==> config.mk <==
export PLATFORM = sky130hd
export DESIGN_NAME = chan_seq
export DESIGN_NICKNAME = d
export VERILOG_FILES = /design/src/rtl/chan_seq_pkg.sv /design/src/rtl/busy_edge_det.sv /design/src/rtl/pd_release.sv /design/src/rtl/chan_ptr.sv /design/src/rtl/chan_seq.sv
export SDC_FILE = /design/constraint.sdc
export NUM_CORES = 1
export LEC_CHECK = 0
export BUFFER_PORTS_ARGS = -buffer_cell sky130_fd_sc_hd__buf_2
export CAP_MARGIN = 25
export CORE_ASPECT_RATIO = 1.25
export CORE_MARGIN = 4
export CORE_UTILIZATION = 40
export DETAILED_ROUTE_END_ITERATION = 10
export PLACE_DENSITY_LB_ADDON = 0.08
export SLEW_MARGIN = 20
export SYNTH_ARGS = -nofsm -noshare
export SYNTH_HDL_FRONTEND = slang
export SYNTH_SLANG_ARGS = --single-unit
==> constraint.sdc <==
create_clock -name clk -period 1.6 [get_ports clk]
set_input_delay 0.32 -clock clk [delete_from_list [all_inputs] [get_ports clk]]
set_output_delay 0.32 -clock clk [all_outputs]
set_load 0.01 [all_outputs]
==> src/rtl/chan_seq_pkg.sv <==
package chan_seq_pkg;
   typedef enum logic {
      MODE_MANUAL = 1'b0,
      MODE_AUTO   = 1'b1
   } seq_mode_e;
endpackage

==> src/rtl/busy_edge_det.sv <==
module busy_edge_det (
   input  logic clk,
   input  logic rst_n,
   input  logic busy_n,
   output logic conv_start
);
   logic busy_q;

   always_ff @(posedge clk or negedge rst_n) begin
      if (!rst_n) busy_q <= 1'b1;
      else        busy_q <= busy_n;
   end

   // conversion begins on the first sample of busy low
   assign conv_start = busy_q & ~busy_n;
endmodule

==> src/rtl/pd_release.sv <==
module pd_release #(
   parameter int PD_MIN_CYC = 40
) (
   input  logic clk,
   input  logic rst_n,
   input  logic pwr_dn,
   output logic ptr_clear
);
   logic pd_q;

   always_ff @(posedge clk or negedge rst_n) begin
      if (!rst_n) pd_q <= 1'b0;
      else        pd_q <= pwr_dn;
   end

   generate
      if (PD_MIN_CYC == 0) begin : g_any_pulse
         assign ptr_clear = pd_q & ~pwr_dn;
      end else begin : g_width_count
         localparam int CW = $clog2(PD_MIN_CYC + 1);
         localparam logic [CW-1:0] LIM = CW'(PD_MIN_CYC);
         logic [CW-1:0] hi_cnt;

         always_ff @(posedge clk or negedge rst_n) begin
            if (!rst_n)           hi_cnt <= '0;
            else if (!pwr_dn)     hi_cnt <= '0;
            else if (hi_cnt != LIM) hi_cnt <= hi_cnt + 1'b1;
         end

         assign ptr_clear = pd_q & ~pwr_dn & (hi_cnt == LIM);
      end
   endgenerate
endmodule

==> src/rtl/chan_ptr.sv <==
module chan_ptr
   import chan_seq_pkg::*;
#(
   parameter int NUM_CH = 4,
   parameter int AW     = 2
) (
   input  logic          clk,
   input  logic          rst_n,
   input  seq_mode_e     mode,
   input  logic          conv_start,
   input  logic          idle,
   input  logic          ptr_clear,
   input  logic [AW-1:0] addr_in,
   output logic [AW-1:0] chan,
   output logic [AW-1:0] next_ch
);
   logic [AW-1:0] src;
   logic [AW-1:0] inc_src;
   logic [AW-1:0] inc_addr;

   // a qualifying power-down release overrides the stored pointer
   assign src = ptr_clear ? '0 : next_ch;

   generate
      if ((1 << AW) == NUM_CH) begin : g_pow2_wrap
         assign inc_src  = src + 1'b1;
         assign inc_addr = addr_in + 1'b1;
      end else begin : g_cmp_wrap
         localparam logic [AW-1:0] TOP = AW'(NUM_CH - 1);
         assign inc_src  = (src >= TOP)     ? '0 : src + 1'b1;
         assign inc_addr = (addr_in >= TOP) ? '0 : addr_in + 1'b1;
      end
   endgenerate

   always_ff @(posedge clk or negedge rst_n) begin
      if (!rst_n) begin
         chan    <= '0;
         next_ch <= '0;
      end else if (conv_start) begin
         if (mode == MODE_AUTO) begin
            chan    <= src;
            next_ch <= inc_src;
         end else begin
            chan    <= addr_in;
            next_ch <= inc_addr;
         end
      end else begin
         if (ptr_clear) next_ch <= '0;
         if (mode == MODE_MANUAL && idle) chan <= addr_in;
      end
   end
endmodule

==> src/rtl/chan_seq.sv <==
module chan_seq
   import chan_seq_pkg::*;
#(
   parameter  int NUM_CH     = 4,
   parameter  int PD_MIN_CYC = 40,
   localparam int AW         = (NUM_CH > 1) ? $clog2(NUM_CH) : 1
) (
   input  logic          clk,
   input  logic          rst_n,
   input  logic          cont_en,
   input  logic          sel_n,
   input  logic          rdconv,
   input  logic          pwr_dn,
   input  logic          busy_n,
   input  logic [AW-1:0] addr_in,
   output logic [AW-1:0] addr_out,
   output logic          addr_oe,
   output logic [AW-1:0] chan,
   output logic          auto_run
);
   generate
      if (NUM_CH < 2) begin : g_bad_ch
         $error("chan_seq: NUM_CH must be at least 2");
      end
      if (PD_MIN_CYC < 0) begin : g_bad_pd
         $error("chan_seq: PD_MIN_CYC must not be negative");
      end
   endgenerate

   seq_mode_e     mode_q;
   logic          conv_start;
   logic          ptr_clear;
   logic [AW-1:0] next_ch;

   always_ff @(posedge clk or negedge rst_n) begin
      if (!rst_n) mode_q <= MODE_MANUAL;
      else        mode_q <= cont_en ? MODE_AUTO : MODE_MANUAL;
   end

   busy_edge_det i_busy_edge (
      .clk        (clk),
      .rst_n      (rst_n),
      .busy_n     (busy_n),
      .conv_start (conv_start)
   );

   pd_release #(.PD_MIN_CYC(PD_MIN_CYC)) i_pd_release (
      .clk       (clk),
      .rst_n     (rst_n),
      .pwr_dn    (pwr_dn),
      .ptr_clear (ptr_clear)
   );

   chan_ptr #(.NUM_CH(NUM_CH), .AW(AW)) i_chan_ptr (
      .clk        (clk),
      .rst_n      (rst_n),
      .mode       (mode_q),
      .conv_start (conv_start),
      .idle       (busy_n),
      .ptr_clear  (ptr_clear),
      .addr_in    (addr_in),
      .chan       (chan),
      .next_ch    (next_ch)
   );

   assign addr_oe  = (mode_q == MODE_AUTO);
   assign addr_out = next_ch;
   assign auto_run = (mode_q == MODE_AUTO) & ~sel_n & ~rdconv & ~pwr_dn;
endmodule

==> flow_summary.ini <==
[die]
dieWidth_um = 44.1
rows = 16
coreArea_um2 = 1560
fp.dieH_um = 53.1
pin_count = 15
start_util = 0.417
dieArea_um2 = 2340

[worst_setup_path]
worst_path_max_delay_cell = dfrtp_2
rr_worst_depth = 4
cp_cell_sequence = inv_1 > nor4_1 > buf_2
cpPeakStageDelay_ns = 0.39
worst-path-buf-inv = 2
required_ns = 1.28
arrival_ns = 1.16
crit_type = reg -> out
r2r_start = i_pd_release.g_width_count.hi_cnt[2]$_DFFE_PN0P_
critPathMaxFanout = 4
r2r-end = i_chan_ptr.next_ch[0]$_DFF_PN0_
r2r_setup_slack_ns = 0.24
critPathTopFamily = flip-flops
critPathLaunchType = flip-flop
cp-end-kind = primary output

[worst_hold_path]
holdCritStartpoint = cont_en
hp-class = in -> reg
min_to = addr_oe$_DFF_PN0_
hold_path_depth = 1

[sta]
finalSetupTns_ns = 0
period_minus_slack_ns = 1.48
fmax_mhz = 676
slew_viol_final = 0
hold_violations = 0
fin_crit_sh = 0.924
setup_viol = 0
worst_clock_skew_ns = 0.00619
worst_pin_slew_ns = 0.282
rsz0062_at_grt = false
relSlewSlack = 0.812

[pwr]
p_int_mw = 0.520
p_per_area_nw_per_um2 = 896
irDropWorstVdd_mv = 0.509
p_clk_frac = 0.286
swShare = 0.278
switchingPower_mw = 0.200
p_leak_nw = 0.413
pwr-share-comb = 0.186
pwr-share-seq = 0.528

[synth]
syn_nets = 70
synthCells = 59
yosys.cell_types.count = 26
syn-mean-instance-area_um2 = 11.0
yosysSeqAreaShare = 0.502
ys_warn_count = 0
syn-cell-area_um2 = 651
ys_seq_elements = 13

[outcome]
run_status = complete, no violations

[global_route]
grt.overflow.total = 0
grt_pass1_vias = 538
grt_max_degree = 14
grt_pass1_wl_mm = 2.27
antenna_found_initial = 0
grt_use_total = 0.133

[cells_and_area]
antenna_cells = 0
final_common_cell = buf_2
finalNonFillerCells = 99
layout_common_cells = buf_2 (14), dfrtp_1 (11), inv_1 (5), nor2b_1 (5), xnor2_1 (4)
drive_above_1_share = 0.321
nNetsFinal = 93
fillers = 156
area_delta_synth_final_pct = 23.5

[clocking]
htreeDepth = 1
cts_buffer_depth = 2
path_clk_slew_ns = 0.07
insertion_delay_ns = 0.28
clock_sinks = 13
root_buffer = clkbuf_4
cts_buffers = 3
cts_tree = yes

[placement]
dp.cells = 91
gp_congestion = 0.749
detailed_place_hpwl_um = 991
port_buffers = 14

[drt]
vias_per_cell = 5.05
final_antenna_net_count = 0
vias = 500
wl_mm = 1.27
drc = 0
drt_iter0_markers = 5
first_pass_iters = 4
wl_per_cell_um = 12.8

[job]
cap_violations = 0
metrics by stage:
stage                     hold WS [ns]  cell area (um2)  utilization  worst slack, ns  total power, mW
after floorplan                 0.0244              651            -            0.236            0.458
after global placement           0.225              743        0.476            0.246            0.516
after detailed placement         0.221              743        0.476            0.243            0.516
after CTS                        0.149              781        0.500           0.0380            0.722
after global routing             0.149              803        0.514           0.0493            0.763
final                            0.152              803        0.514            0.121            0.720
worst reg2reg max path, delay by kind of cell (launching register included):
kind | cells | cell delay, ns
simple gates | 3 | 0.54
flops | 1 | 0.42
mux | 1 | 0.30
timing repair:
| item | 4_1_cts | 5_1_grt |
|---|---|---|
| endpoints found under the setup margin | 1 | 1 |
| cloned | 0 | 0 |
| endpoints found under the hold margin | 12 | 0 |
| hold buffers | 1 | 0 |
| buffers inserted | 0 | 3 |
| resized for setup | 1 | 0 |
flip-flops by register name, summed over array words and instances, names as in the netlist:
signal                             flops
i_chan_ptr.chan                        2
i_chan_ptr.next_ch                     2
addr_oe                                1
i_pd_release.pd_q                      1
i_pd_release.g_width_count.hi_cnt      6
i_busy_edge.busy_q                     1
cells in the mapped netlist, drive strengths merged:
cell type,count,area share
dfrtp,12,0.46
inv,5,0.029
nor2b,5,0.048
xnor2,4,0.054
and2,3,0.029
nand2,3,0.021
nand3,3,0.023
a21oi,2,0.015
and3,2,0.019
ha,2,0.038
o21ai,2,0.015
o31ai,2,0.023
xor2,2,0.027
a31oi,1,0.0096
a32o,1,0.015
dfstp,1,0.040
mux2,1,0.023
mux2i,1,0.015
nand2b,1,0.0096
nand4,1,0.019
nor2,1,0.0058
nor3b,1,0.019
nor4,1,0.0096
o32a,1,0.015
o32ai,1,0.013
worst max-delay path by stage:
stage	to	start	cells after the start
2_1_floorplan	auto_run	addr_oe$_DFF_PN0_	2
3_3_place_gp	i_chan_ptr.next_ch[0]$_DFF_PN0_	i_pd_release.g_width_count.hi_cnt[2]$_DFFE_PN0P_	4
3_5_place_dp	i_chan_ptr.next_ch[0]$_DFF_PN0_	i_pd_release.g_width_count.hi_cnt[2]$_DFFE_PN0P_	4
4_1_cts	auto_run	addr_oe$_DFF_PN0_	3
5_1_grt	auto_run	addr_oe$_DFF_PN0_	3
6_report	auto_run	addr_oe$_DFF_PN0_	3
routing by layer:
metal | global-route usage | vias up | share of wire
li1 | - | 253 | -
met1 | 0.159 | 227 | 0.42
met2 | 0.214 | 16 | 0.50
met3 | 0.0204 | 4 | 0.058
met4 | 0.0955 | 0 | 0.023
met5 | 0 | - | 0
kinds of logic (layout without fill, tap and decap cells):
logic type                 count (synthesis)  after routing  synth area share
and+or+nand+nor                           21             21             0.204
DFF                                       13             13             0.502
AOI/OAI and AO/OA                         10             10             0.108
xor gates and xnor gates                   6              6            0.0808
buffers and inverters                      5             27            0.0288
adders and majority gates                  2              2            0.0385
muxes                                      2              2            0.0385
layout make-up:
class,instances,area [um2],share of cell area
multi-input combinational,41,305,0.380
clock buffer,4,26.3,0.0327
tap,18,22.5,0.0280
sequential,13,328,0.408
inverter,5,18.8,0.0234
timing repair buffer,18,103,0.128
power groups by stage:
stage / sequential, mW / clock (mW) / combinational, mW
2_1_floorplan: 0.393 / 0 / 0.0648
3_3_place_gp: 0.387 / 0 / 0.128
3_5_place_dp: 0.388 / 0 / 0.128
4_1_cts: 0.382 / 0.209 / 0.130
5_1_grt: 0.384 / 0.226 / 0.152
6_report: 0.380 / 0.206 / 0.134
Note: power is estimated with default switching activity, not from simulation.
